===== config.mk =====
export PLATFORM = sky130hd
export DESIGN_NAME = carrier_irq_decimator
export DESIGN_NICKNAME = d
export VERILOG_FILES = /design/src/rtl/icdec_pkg.sv /design/src/rtl/icdec_edge_detect.sv /design/src/rtl/icdec_event_sel.sv /design/src/rtl/icdec_decimator.sv /design/src/rtl/carrier_irq_decimator.sv
export SDC_FILE = /design/constraint.sdc
export NUM_CORES = 1
export LEC_CHECK = 0
export ABC_CLOCK_PERIOD_IN_PS = 1600
export BUFFER_PORTS_ARGS = -buffer_cell sky130_fd_sc_hd__buf_2
export CAP_MARGIN = 30
export CORE_UTILIZATION = 44
export CTS_CLUSTER_DIAMETER = 60
export DETAILED_ROUTE_END_ITERATION = 8
export GPL_TIMING_DRIVEN = 0
export PLACE_DENSITY_LB_ADDON = 0.08
export SLEW_MARGIN = 5
export SYNTH_ARGS = -nofsm -noshare
export SYNTH_HDL_FRONTEND = slang
export SYNTH_SLANG_ARGS = --single-unit
export TNS_END_PERCENT = 20

===== constraint.sdc =====
create_clock -name clk -period 1.6 [get_ports clk]
set_clock_uncertainty 0.05 [all_clocks]
set_input_delay 0.32 -clock clk [delete_from_list [all_inputs] [get_ports clk]]
set_output_delay 0.32 -clock clk [all_outputs]
set_load 0.01 [all_outputs]

===== src/rtl/icdec_pkg.sv =====
// Package: shared encodings for the carrier interrupt decimation counter.
// Assumes: single clock domain, 1-bit control fields.
package icdec_pkg;

    // Operating mode: fixed underflow counting, or selectable source.
    typedef enum logic {
        MODE_FIXED  = 1'b0,
        MODE_SELECT = 1'b1
    } mode_e;

    // Count source when the selectable mode is active.
    typedef enum logic {
        SRC_UNDERFLOW   = 1'b0,
        SRC_RELOAD_EDGE = 1'b1
    } src_e;

    // Edge polarity of the reload-control signal.
    typedef enum logic {
        EDGE_RISING  = 1'b0,
        EDGE_FALLING = 1'b1
    } pol_e;

endpackage


===== src/rtl/icdec_edge_detect.sv =====
// Module: icdec_edge_detect
// Registers a level every cycle and flags rising and falling transitions
// relative to the previous cycle's value. Assumes the input is already
// synchronous to clk. The history resets to RESET_LEVEL.
module icdec_edge_detect #(
    parameter bit RESET_LEVEL = 1'b0
) (
    input  logic clk,
    input  logic rst_n,
    input  logic sig_i,
    output logic rise_o,
    output logic fall_o
);

    logic hist_q;

    // Capture the level for comparison in the next cycle.
    always_ff @(posedge clk) begin
        if (!rst_n) hist_q <= RESET_LEVEL;
        else        hist_q <= sig_i;
    end

    // Compare the present level with the captured one.
    always_comb begin
        rise_o = sig_i & ~hist_q;
        fall_o = ~sig_i & hist_q;
    end

    // at most one transition direction is reported per cycle
    edge_excl_chk: assert property (@(posedge clk) disable iff (!rst_n)
        $onehot0({rise_o, fall_o}));


    no_double_rise_chk: assert property (@(posedge clk) disable iff (!rst_n)
        rise_o |=> !rise_o);


    no_double_fall_chk: assert property (@(posedge clk) disable iff (!rst_n)
        fall_o |=> !fall_o);

endmodule


===== src/rtl/icdec_event_sel.sv =====
// Module: icdec_event_sel
// Chooses which pulse counts as an event. In the fixed mode only the
// underflow pulse counts. In the selectable mode the source bit picks
// underflow or one reload-control edge, chosen by the polarity bit.
// Purely combinational; assumes single-cycle input pulses.
module icdec_event_sel
    import icdec_pkg::*;
(
    input  logic mode_i,
    input  logic src_sel_i,
    input  logic edge_pol_i,
    input  logic uf_i,
    input  logic rise_i,
    input  logic fall_i,
    output logic evt_o
);

    logic edge_evt;

    // Choose the edge direction requested by the polarity bit.
    always_comb begin
        if (edge_pol_i == EDGE_FALLING) edge_evt = fall_i;
        else                            edge_evt = rise_i;
    end

    // Choose the event source, honouring the selector only in the selectable mode.
    always_comb begin
        if (mode_i == MODE_SELECT && src_sel_i == SRC_RELOAD_EDGE) evt_o = edge_evt;
        else                                                       evt_o = uf_i;
    end

endmodule


===== src/rtl/icdec_decimator.sv =====
// Module: icdec_decimator
// Holds the divide ratio and the events still remaining before the next
// request. A load sets the first period to n-1 and each later one to n,
// with 0 and 1 treated as 1. The request is combinational on the terminal
// event. Assumes load and event are single-cycle strobes; load wins.
module icdec_decimator #(
    parameter int CNT_W = 4
) (
    input  logic             clk,
    input  logic             rst_n,
    input  logic             load_i,
    input  logic [CNT_W-1:0] load_val_i,
    input  logic             evt_i,
    output logic             irq_o
);

    localparam logic [CNT_W-1:0] ONE = CNT_W'(1);

    logic [CNT_W-1:0] ratio_q;
    logic [CNT_W-1:0] remain_q;
    logic [CNT_W-1:0] first_len;
    logic [CNT_W-1:0] period_len;
    logic             terminal;

    // Length of the first period after a load: n-1, at least one event.
    always_comb begin
        if (load_val_i <= ONE + ONE) first_len = ONE;
        else                         first_len = load_val_i - ONE;
    end

    // Length of each later period: n, at least one event.
    always_comb begin
        if (ratio_q <= ONE) period_len = ONE;
        else                period_len = ratio_q;
    end

    // Store the ratio on load.
    always_ff @(posedge clk) begin
        if (!rst_n)      ratio_q <= '0;
        else if (load_i) ratio_q <= load_val_i;
    end

    // Count events down to the terminal one, then reload the period.
    always_ff @(posedge clk) begin
        if (!rst_n)          remain_q <= ONE;
        else if (load_i)     remain_q <= first_len;
        else if (evt_i) begin
            if (terminal)    remain_q <= period_len;
            else             remain_q <= remain_q - ONE;
        end
    end

    // Flag the terminal event and raise the request in the same cycle.
    always_comb begin
        terminal = (remain_q == ONE);
        irq_o    = rst_n & evt_i & ~load_i & terminal;
    end

    // the remaining count never reaches zero
    remain_nonzero_chk: assert property (@(posedge clk) disable iff (!rst_n)
        remain_q != '0);


    period_reload_chk: assert property (@(posedge clk) disable iff (!rst_n)
        irq_o |=> (remain_q == period_len));


    load_quiet_chk: assert property (@(posedge clk) disable iff (!rst_n)
        load_i |-> !irq_o);


    irq_needs_evt_chk: assert property (@(posedge clk) disable iff (!rst_n)
        irq_o |-> evt_i);

endmodule


===== src/rtl/carrier_irq_decimator.sv =====
// Module: carrier_irq_decimator (top)
// Raises a one-cycle interrupt request every n counted carrier events.
// The first request after a load comes after n-1 events. Events are
// carrier underflows, or in the selectable mode optionally one edge of a
// reload-control level. Assumes synchronous inputs and single-cycle
// underflow pulses.
module carrier_irq_decimator #(
    parameter int CNT_W = 4
) (
    input  logic             clk,
    input  logic             rst_n,
    input  logic             reload_wr_i,
    input  logic [CNT_W-1:0] reload_val_i,
    input  logic             mode_i,
    input  logic             src_sel_i,
    input  logic             edge_pol_i,
    input  logic             carrier_uf_i,
    input  logic             rl_ctrl_i,
    output logic             irq_o
);

    logic rl_rise;
    logic rl_fall;
    logic evt;

    // Find transitions of the reload-control level.
    icdec_edge_detect #(.RESET_LEVEL(1'b0)) i_edge (
        .clk    (clk),
        .rst_n  (rst_n),
        .sig_i  (rl_ctrl_i),
        .rise_o (rl_rise),
        .fall_o (rl_fall)
    );

    // Select the counted event.
    icdec_event_sel i_sel (
        .mode_i     (mode_i),
        .src_sel_i  (src_sel_i),
        .edge_pol_i (edge_pol_i),
        .uf_i       (carrier_uf_i),
        .rise_i     (rl_rise),
        .fall_i     (rl_fall),
        .evt_o      (evt)
    );

    // Divide the events down to interrupt requests.
    icdec_decimator #(.CNT_W(CNT_W)) i_dec (
        .clk        (clk),
        .rst_n      (rst_n),
        .load_i     (reload_wr_i),
        .load_val_i (reload_val_i),
        .evt_i      (evt),
        .irq_o      (irq_o)
    );


    fixed_mode_uf_only_chk: assert property (@(posedge clk) disable iff (!rst_n)
        (!mode_i && !carrier_uf_i) |-> !irq_o);


    rise_src_chk: assert property (@(posedge clk) disable iff (!rst_n)
        (mode_i && src_sel_i && !edge_pol_i && irq_o) |-> (rl_ctrl_i && !rl_fall));


    fall_src_chk: assert property (@(posedge clk) disable iff (!rst_n)
        (mode_i && src_sel_i && edge_pol_i && irq_o) |-> (!rl_ctrl_i && !rl_rise));


    single_pulse_uf_chk: assert property (@(posedge clk) disable iff (!rst_n)
        (irq_o && (!mode_i || !src_sel_i)) |-> carrier_uf_i);

endmodule


==> flow_summary.ini, run 1 <==
[sta]
fin_crit_ns = 1.91
worst-slew-pin-transition_ns = 0.485
finalSetupViolations = 3
report.final.slew_viol_count = 0
slew_headroom_pct = 67.3
final_min_period_over_clock_period_pct = 119
timing.final.hold_violations = 0
rsz0062_at_grt = true
final_critical_path_setup_slack_ns = -0.309
max_freq_ghz = 0.524

[finish]
antennaDiodeCount = 0
nets_final = 110
mostFrequentLayoutCells = buf_2 (11), o21ai_0 (8), buf_4 (7), dfxtp_1 (7)
layout.core_utilization_pct = 61.4
layout-area-overhead-vs-synth_pct = 28.6
post_route_insts_no_fill = 108
layout.cells.most_common = buf_2
layout-drive-gt1-share_pct = 34.4
fin_area_um2 = 800

[critical_path]
crit_type = reg -> out
crit_slowest_cell = or3b_4
critPathCaptureType = output pin
timing.critical_path.fanout_max = 2
worstSetupStartpointType = register
crit_chain = inv_2 -> ha_4 -> or3b_4 -> nor4b_2 -> buf_2
timing.critical_path.max_delay_family = simple AND/OR/NAND/NOR gates
cp_data_required_time_ns = 1.23
critical_path_buf_inv_count = 2
data_arrival_time_of_the_worst_path_ns = 1.54
crit_path_max_cell_delay_ns = 0.38

[floorplanning]
die_w_um = 39.6
die_y_um = 39.6
floorplan.io_pins = 13
fp.dieArea_um2 = 1570
floorplan.initialDensity_pct = 47.8
placeableCoreArea_um2 = 1300
placement_rows = 13

[power_and_ir_drop]
leakage_power_nw = 0.358
seq_power_share_pct = 40.7
pwr_density_cell_nw_per_um2 = 815
power.switching_fraction_pct = 31.4
design_power_total_mw = 0.652
clock_power_share_pct = 27.3
power.switching_mw = 0.204
vdd_ir_drop_max_mv = 0.721
combinational_power_share_pct = 32.0
int_pwr_mw = 0.447

[synth]
synth_top_area_cell = dfxtp_1
syn_inst = 72
synth-seq-area-share_pct = 29.0
synth_area_leaders = dfxtp_1 (29%), ha_1 (8.0%), mux2i_1 (6.4%)
netlist_area_before_placement_um2 = 622
synth.top_cell.area_share_pct = 29.0
syn-mean-instance-area_um2 = 8.64
synth_cell_type_count = 32
post_synthesis_net_count = 88
ys_seq_elements = 9
synth.yosys.warnings = 0

[detailed_routing]
first_pass_iters = 4
initialDrtViolationCount = 15
viasPerCell = 5.78
drc_errors = 0
finalWirelength_um = 1430
drtAntennaViolNets = 0
vias = 624
wl_per_cell_um = 13.2

[cts]
numCtsBuffers = 3
tritoncts_num_sinks = 9
cts_htree_levels = 1
cts_tree = yes
clock_tree.buffer_depth = 2
clock-root-buffer = clkbuf_4
path_clk_slew_ns = 0.06
holdBufCountCts = 0
clkLatencyLatePin_ns = 0.26

[outcome]
violations = setup timing
run_status = finished, violations left

[placement]
placed_cell_area_um2 = 719
dp_hpwl_um = 1040
placer_s_final_routability_congestion_estimate = 0.807
io_buffers = 11
placed_cells = 98

[global_route]
gr-total-overflow = 0
largest_net_degree_at_the_start_of_global_routing = 11
grt_antenna_before_repair = 0
vias_in_the_first_global_route = 538
gr-usage-all-layers_pct = 21.6
global_route_wire_length_before_repair_um = 2170

[run]
cap_violations = 0

[worst_hold_path]
hp-class = in -> reg
-- timing repair --
action                     4_1_cts  5_1_grt
gates cloned                     0        0
setup buffers                    6        0
pin swaps                        5        1
setup endpoints to repair        3        4
resized for setup                2        0
-- metal layers --
metal | routed length, µm | vias to the layer above | track usage, % | part of all wire (%)
met5 | 0 | - | 0 | 0
met4 | 15 | 0 | 6.90 | 1.1
met3 | 75 | 4 | 9.09 | 5.3
met2 | 678 | 22 | 40.2 | 47
met1 | 658 | 282 | 21.0 | 46
li1 | - | 316 | - | -
-- sequential cells by signal, summed over array words and instances, names as in the netlist --
register / flops
i_edge.hist_q: 1
i_dec.remain_q: 4
i_dec.ratio_q: 4
-- stage by stage --
| stage | setup WS, ns | setup TNS (ns) | hold slack [ns] |
|---|---|---|---|
| floorplan | -0.0938 | -0.181 | 0.348 |
| global placement | -0.268 | -0.536 | 0.470 |
| detailed placement | -0.284 | -0.565 | 0.470 |
| CTS | -0.318 | -0.643 | 0.229 |
| global route | -0.378 | -0.845 | 0.245 |
| finish | -0.309 | -0.638 | 0.228 |
-- cell families after synthesis --
logic type | count (synthesis) | synth area share [%]
compound gates | 24 | 27.6
flops | 9 | 29.0
buf+inv | 8 | 5.43
fa+ha+maj | 4 | 8.05
simple gates | 23 | 23.5
mux | 4 | 6.44
-- cell type report --
| type | instances | area (µm²) |
|---|---|---|
| Clock buffer | 3 | 22.5 |
| Inverter | 6 | 22.5 |
| Fill cell | 110 | 502 |
| Timing Repair Buffer | 17 | 100 |
| Buffer | 2 | 11.3 |
| Clock inverter | 1 | 5.00 |
| Multi-Input combinational cell | 55 | 434 |
| Tap cell | 15 | 18.8 |
| Sequential cell | 9 | 185 |
-- Yosys cell counts, drive strengths merged --
library cell / count
nor3: 1
inv: 6
a21oi: 3
dfxtp: 9
nand3b: 2
clkbuf: 1
a31oi: 2
o311ai: 1
o31ai: 1
o221ai: 1
ha: 4
nand2: 3
or3: 1
and2: 2
o211a: 1
nor2b: 5
and3b: 1
or3b: 2
a41o: 1
nor4b: 2
buf: 1
nor3b: 1
o21ai: 8
a211oi: 3
nor2: 3
a311o: 1
mux2i: 4
o32a: 1
o41ai: 1
-- power by group through the flow --
stage	clock network [mW]	registers, mW	logic, mW
after global placement	0	0.274	0.164
final	0.178	0.265	0.209
after detailed placement	0	0.275	0.169
after global routing	0.194	0.267	0.229
after CTS	0.184	0.265	0.207
after floorplan	0	0.268	0.124
-- worst paths after layout --
kind	startpoint	end	slack (ns)	cells past startpoint
setup / recovery	i_dec.remain_q[1]	irq_o	-0.31	5
hold / removal	rl_ctrl_i	i_edge.hist_q	0.23	2
setup reg to reg	i_dec.remain_q[1]	i_dec.remain_q[0]	-0.21	7
hold reg to reg	i_dec.ratio_q[0]	i_dec.ratio_q[0]	0.48	2
No activity file was read; power rests on OpenSTA's default activity.
==> run 2: changes to the inputs <==
BUFFER_PORTS_ARGS = -buffer_cell sky130_fd_sc_hd__buf_4   (was -buffer_cell sky130_fd_sc_hd__buf_2)
==> run 2 against run 1 <==
Net effect: the flow still finishes with violations (setup timing); sequential cell count is the same; critical path depth is the same; highest routed layer is now met3; largest power group unchanged; critical path type unchanged; clock-buffer cell count is the same; critical endpoint unchanged; first-iteration DRC count fell by 53%; hold slack got worse by 0.0055 ns; routed wire length down 2.8%.
==> flow_summary.ini, run 2 (synthesized netlist as in run 1, its figures left out) <==
[sta]
finalSetupViolations = 3
final_critical_path_setup_slack_ns = -0.338
slew_headroom_pct = 76.5
hold_ws_ns = 0.223
timing.final.hold_violations = 0
max_freq_ghz = 0.516
report.final.slew_viol_count = 0
final_min_period_over_clock_period_pct = 121
fin_crit_ns = 1.94
setup_tns_ns = -0.731
worst-slew-pin-transition_ns = 0.349
rsz0062_at_grt = true

[cts]
path_clk_slew_ns = 0.06
clock_tree.buffer_depth = 2
cts_htree_levels = 1
clkLatencyLatePin_ns = 0.26
clock-root-buffer = clkbuf_4
tritoncts_num_sinks = 9
holdBufCountCts = 0
cts_tree = yes
numCtsBuffers = 3

[worst_hold_path]
hp-class = in -> reg

[power_and_ir_drop]
pwr_density_cell_nw_per_um2 = 790
combinational_power_share_pct = 32.1
clock_power_share_pct = 26.7
power.switching_fraction_pct = 30.8
power.switching_mw = 0.201
int_pwr_mw = 0.453
design_power_total_mw = 0.655
leakage_power_nw = 0.368
seq_power_share_pct = 41.1
vdd_ir_drop_max_mv = 0.520

[critical_path]
data_arrival_time_of_the_worst_path_ns = 1.57
crit_type = reg -> out
worstSetupStartpointType = register
timing.critical_path.fanout_max = 2
critPathCaptureType = output pin
cp_data_required_time_ns = 1.23

[detailed_routing]
finalWirelength_um = 1390
first_pass_iters = 4
drc_errors = 0
viasPerCell = 5.78
vias = 618
initialDrtViolationCount = 7
drtAntennaViolNets = 0
wl_per_cell_um = 13.0

[run]
cap_violations = 0

[global_route]
global_route_wire_length_before_repair_um = 2160
grt_antenna_before_repair = 0
gr-usage-all-layers_pct = 21.0
largest_net_degree_at_the_start_of_global_routing = 11
vias_in_the_first_global_route = 523
gr-total-overflow = 0

[finish]
fin_area_um2 = 828
layout-drive-gt1-share_pct = 32.6
nets_final = 109
multiInputGateArea_um2 = 438
fillCellCount = 129
layout.cells.most_common = buf_4
antennaDiodeCount = 0
largestRegisters = i_dec.ratio_q (4), i_dec.remain_q (4), i_edge.hist_q (1)
mostFrequentLayoutCells = buf_4 (17), o21ai_0 (8), dfxtp_1 (7), inv_1 (5), nor2b_1 (5)
sequential_cell_area_um2 = 188
layout-area-overhead-vs-synth_pct = 33.2

[floorplanning]
floorplan.initialDensity_pct = 47.8
placement_rows = 13
die_y_um = 39.6
fp.dieArea_um2 = 1570
placeableCoreArea_um2 = 1300
die_w_um = 39.6
floorplan.io_pins = 13

[placement]
placed_cell_area_um2 = 747
io_buffers = 11
dp_hpwl_um = 1030
placer_s_final_routability_congestion_estimate = 0.798

[outcome]
run_status = finished, violations left
violations = setup timing
run 2: timing repair:
item / 4_1_cts / 5_1_grt
pin swaps: 5 / 0
gates resized for setup: 3 / 1
buffers inserted: 5 / 0
setup endpoints to repair: 3 / 3
cloned: 0 / 0
run 2: critical path, stage by stage, from the launching register on:
cell,delay [ns]
dfxtp_4,0.35
inv_4,0.05
ha_4,0.12
or3b_4,0.39
nor4b_4,0.25
buf_4,0.15
run 2: cell type report:
class | count | area share [%]
inverter | 6 | 3.02
sequential | 9 | 22.7
timing repair buffer | 16 | 14.5
clock buffer | 3 | 2.72
clock inverter | 1 | 0.604
tap | 15 | 2.27
multi-input combinational | 55 | 52.9
buffer | 2 | 1.36
run 2: final timing paths:
kind | startpoint | endpoint | slack [ns] | cells after the start
setup reg to reg | i_dec.remain_q[1] | i_dec.remain_q[0] | -0.25 | 7
hold reg to reg | i_dec.ratio_q[1] | i_dec.ratio_q[1] | 0.50 | 2
setup / recovery | i_dec.remain_q[1] | irq_o | -0.34 | 5
hold / removal | rl_ctrl_i | i_edge.hist_q | 0.22 | 2
run 2: stage by stage:
stage          cells  utilization, %  setup WS, ns
2_1_floorplan     72               -       -0.0938
3_3_place_gp      98            57.4        -0.277
3_5_place_dp      98            57.4        -0.300
4_1_cts          107            63.0        -0.334
5_1_grt          107            63.7        -0.408
6_report         107            63.7        -0.338
run 2: layer usage:
| metal | routed length, µm | up-vias | global-route usage, % |
|---|---|---|---|
| li1 | - | 314 | - |
| met1 | 652 | 290 | 25.1 |
| met2 | 666 | 14 | 35.7 |
| met3 | 69 | 0 | 8.52 |
| met4 | 0 | 0 | 2.59 |
| met5 | 0 | - | 0 |
run 2: power by group through the flow:
stage               logic [mW]  clock network, mW  registers, mW
finish                   0.210              0.175          0.269
global route             0.233              0.187          0.272
CTS                      0.203              0.180          0.269
detailed placement       0.174                  0          0.275
global placement         0.172                  0          0.274
floorplan                0.124                  0          0.268
==> run 3: changes to the inputs <==
MAX_ROUTING_LAYER = met4   (was default)
SLEW_MARGIN = 20   (was 5)
==> run 3 against run 2 <==
Net effect: the flow still finishes with violations (setup timing); non-clock buffer count stayed put; utilization did not move; sequential power about the same; final area did not move; combinational power hardly changed; power decreased by 0.14%; via count fell by 1.5%; largest power group unchanged.
==> flow_summary.ini, run 3 (synthesized netlist as in run 1, its figures left out) <==
[outcome]
run_status = finished, violations left
violations = setup timing

[run]
cap_violations = 0

[cts]
cts_tree = yes
numCtsBuffers = 3
clock-root-buffer = clkbuf_4
tritoncts_num_sinks = 9
clkLatencyLatePin_ns = 0.26
clock_tree.buffer_depth = 2
cts_htree_levels = 1
holdBufCountCts = 0
path_clk_slew_ns = 0.06

[placement]
dp_hpwl_um = 1030
placed_cells = 98
placement.setup.worst_slack_ns = -0.300
io_buffers = 11
placer_s_final_routability_congestion_estimate = 0.809

[global_route]
grt_antenna_before_repair = 0
vias_in_the_first_global_route = 522
globalRoute.busiestLayer = met2
gr-total-overflow = 0
largest_net_degree_at_the_start_of_global_routing = 11
groute.layer.met3.usage_pct = 8.52
groute.layer.met1.usage_pct = 25.1
global_route_wire_length_before_repair_um = 2160
gr-usage-all-layers_pct = 21.5
global_route.usage.met2_pct = 35.7

[floorplanning]
placeableCoreArea_um2 = 1300
floorplan.io_pins = 13
die_w_um = 39.6
die_y_um = 39.6
floorplan.initialDensity_pct = 47.8
placement_rows = 13
fp.dieArea_um2 = 1570

[critical_path]
r2r_setup_slack_ns = -0.25
worst_r2r_path_depth = 7
timing.rr.end = i_dec.remain_q[0]
critPathCaptureType = output pin
cp_data_required_time_ns = 1.23
regToRegStartpoint = i_dec.remain_q[1]
crit_type = reg -> out
data_arrival_time_of_the_worst_path_ns = 1.57
worstSetupStartpointType = register
timing.critical_path.fanout_max = 2

[finish]
layout-drive-gt1-share_pct = 32.6
mostFrequentLayoutCells = buf_4 (17), o21ai_0 (8), dfxtp_1 (7), inv_1 (5), nor2b_1 (5)
layout-area-overhead-vs-synth_pct = 33.2
post_route_insts_no_fill = 107
layout.cells.most_common = buf_4
largestRegisters = i_dec.ratio_q (4), i_dec.remain_q (4), i_edge.hist_q (1)
nets_final = 109
fillCellCount = 129
antennaDiodeCount = 0

[power_and_ir_drop]
leakage_power_nw = 0.368
pwr_density_cell_nw_per_um2 = 789
vdd_ir_drop_max_mv = 0.519

[detailed_routing]
viasPerCell = 5.69
first_pass_iters = 4
finalWirelength_um = 1390
drc_errors = 0
initialDrtViolationCount = 8
drtAntennaViolNets = 0
vias = 609
wl_per_cell_um = 13.0

[sta]
slew_headroom_pct = 76.6
final_min_period_over_clock_period_pct = 121
finalSetupViolations = 3
report.final.slew_viol_count = 0
fin_crit_ns = 1.94
max_freq_ghz = 0.517
timing.final.hold_violations = 0
rsz0062_at_grt = true
worst-slew-pin-transition_ns = 0.347
final_critical_path_setup_slack_ns = -0.336

[worst_hold_path]
hold-path-endpoint = i_edge.hist_q
worst_hold_launch = rl_ctrl_i
hp-class = in -> reg
min_delay_path_depth = 2
[run 3: cell counts in the layout (fill, tap and decap cells not counted)]
No cell type changed its count.
[run 3: how the worst max path moves through the flow]
stage	start	end	slack, ns	cells after the start
after floorplan	i_dec.remain_q[1]	i_dec.remain_q[0]	-0.09	6
after global placement	edge_pol_i	irq_o	-0.28	5
after detailed placement	edge_pol_i	irq_o	-0.30	5
after CTS	i_dec.remain_q[1]	irq_o	-0.33	5
after global routing	i_dec.remain_q[1]	irq_o	-0.41	5
final	i_dec.remain_q[1]	irq_o	-0.34	5
[run 3: routing by layer]
layer  part of all wire [%]  vias up
met5                      0        -
met4                   0.50        0
met3                    4.7        2
met1                     46      282
met2                     48       12
li1                       -      313
[run 3: timing repair]
| action | 4_1_cts | 5_1_grt |
|---|---|---|
| resized for setup | 3 | 1 |
| endpoints found under the setup margin | 3 | 3 |
| pin swaps | 5 | 0 |
| setup buffers | 5 | 0 |
[run 3: cell type report]
type	instances	area, µm²	share of cell area [%]
clock buffers	3	22.5	2.72
well taps	15	18.8	2.27
clock inverters	1	5.00	0.604
repair buffers	16	120	14.5
multi-input cells	55	438	52.9
inverters	6	25.0	3.02
flip-flops and latches	9	188	22.7
plain buffers	2	11.3	1.36
[run 3: worst max-delay path, cell delays in order (launching register included)]
cell and delay (ns):
dfxtp_4 0.35, inv_4 0.05, ha_4 0.12, or3b_4 0.39, nor4b_4 0.25, buf_4 0.15
[run 3: per-stage QoR]
stage                     total power, mW  instance area [µm²]  hold slack (ns)  utilization (%)  setup TNS [ns]
after floorplan                     0.391                  646            0.348                -          -0.181
after global placement              0.447                  747            0.468             57.4          -0.545
after detailed placement            0.449                  747            0.490             57.4          -0.584
after CTS                           0.652                  820            0.221             63.0          -0.690
after global routing                0.692                  828            0.252             63.7          -0.916
final                               0.654                  828            0.224             63.7          -0.728
[run 3: power breakdown]
group	internal, mW	leakage [nW]	switching (mW)
combinational	0.116	0.275	0.0939
sequential	0.245	0.0754	0.0249
clock	0.0923	0.0177	0.0819
total	0.453	0.368	0.201
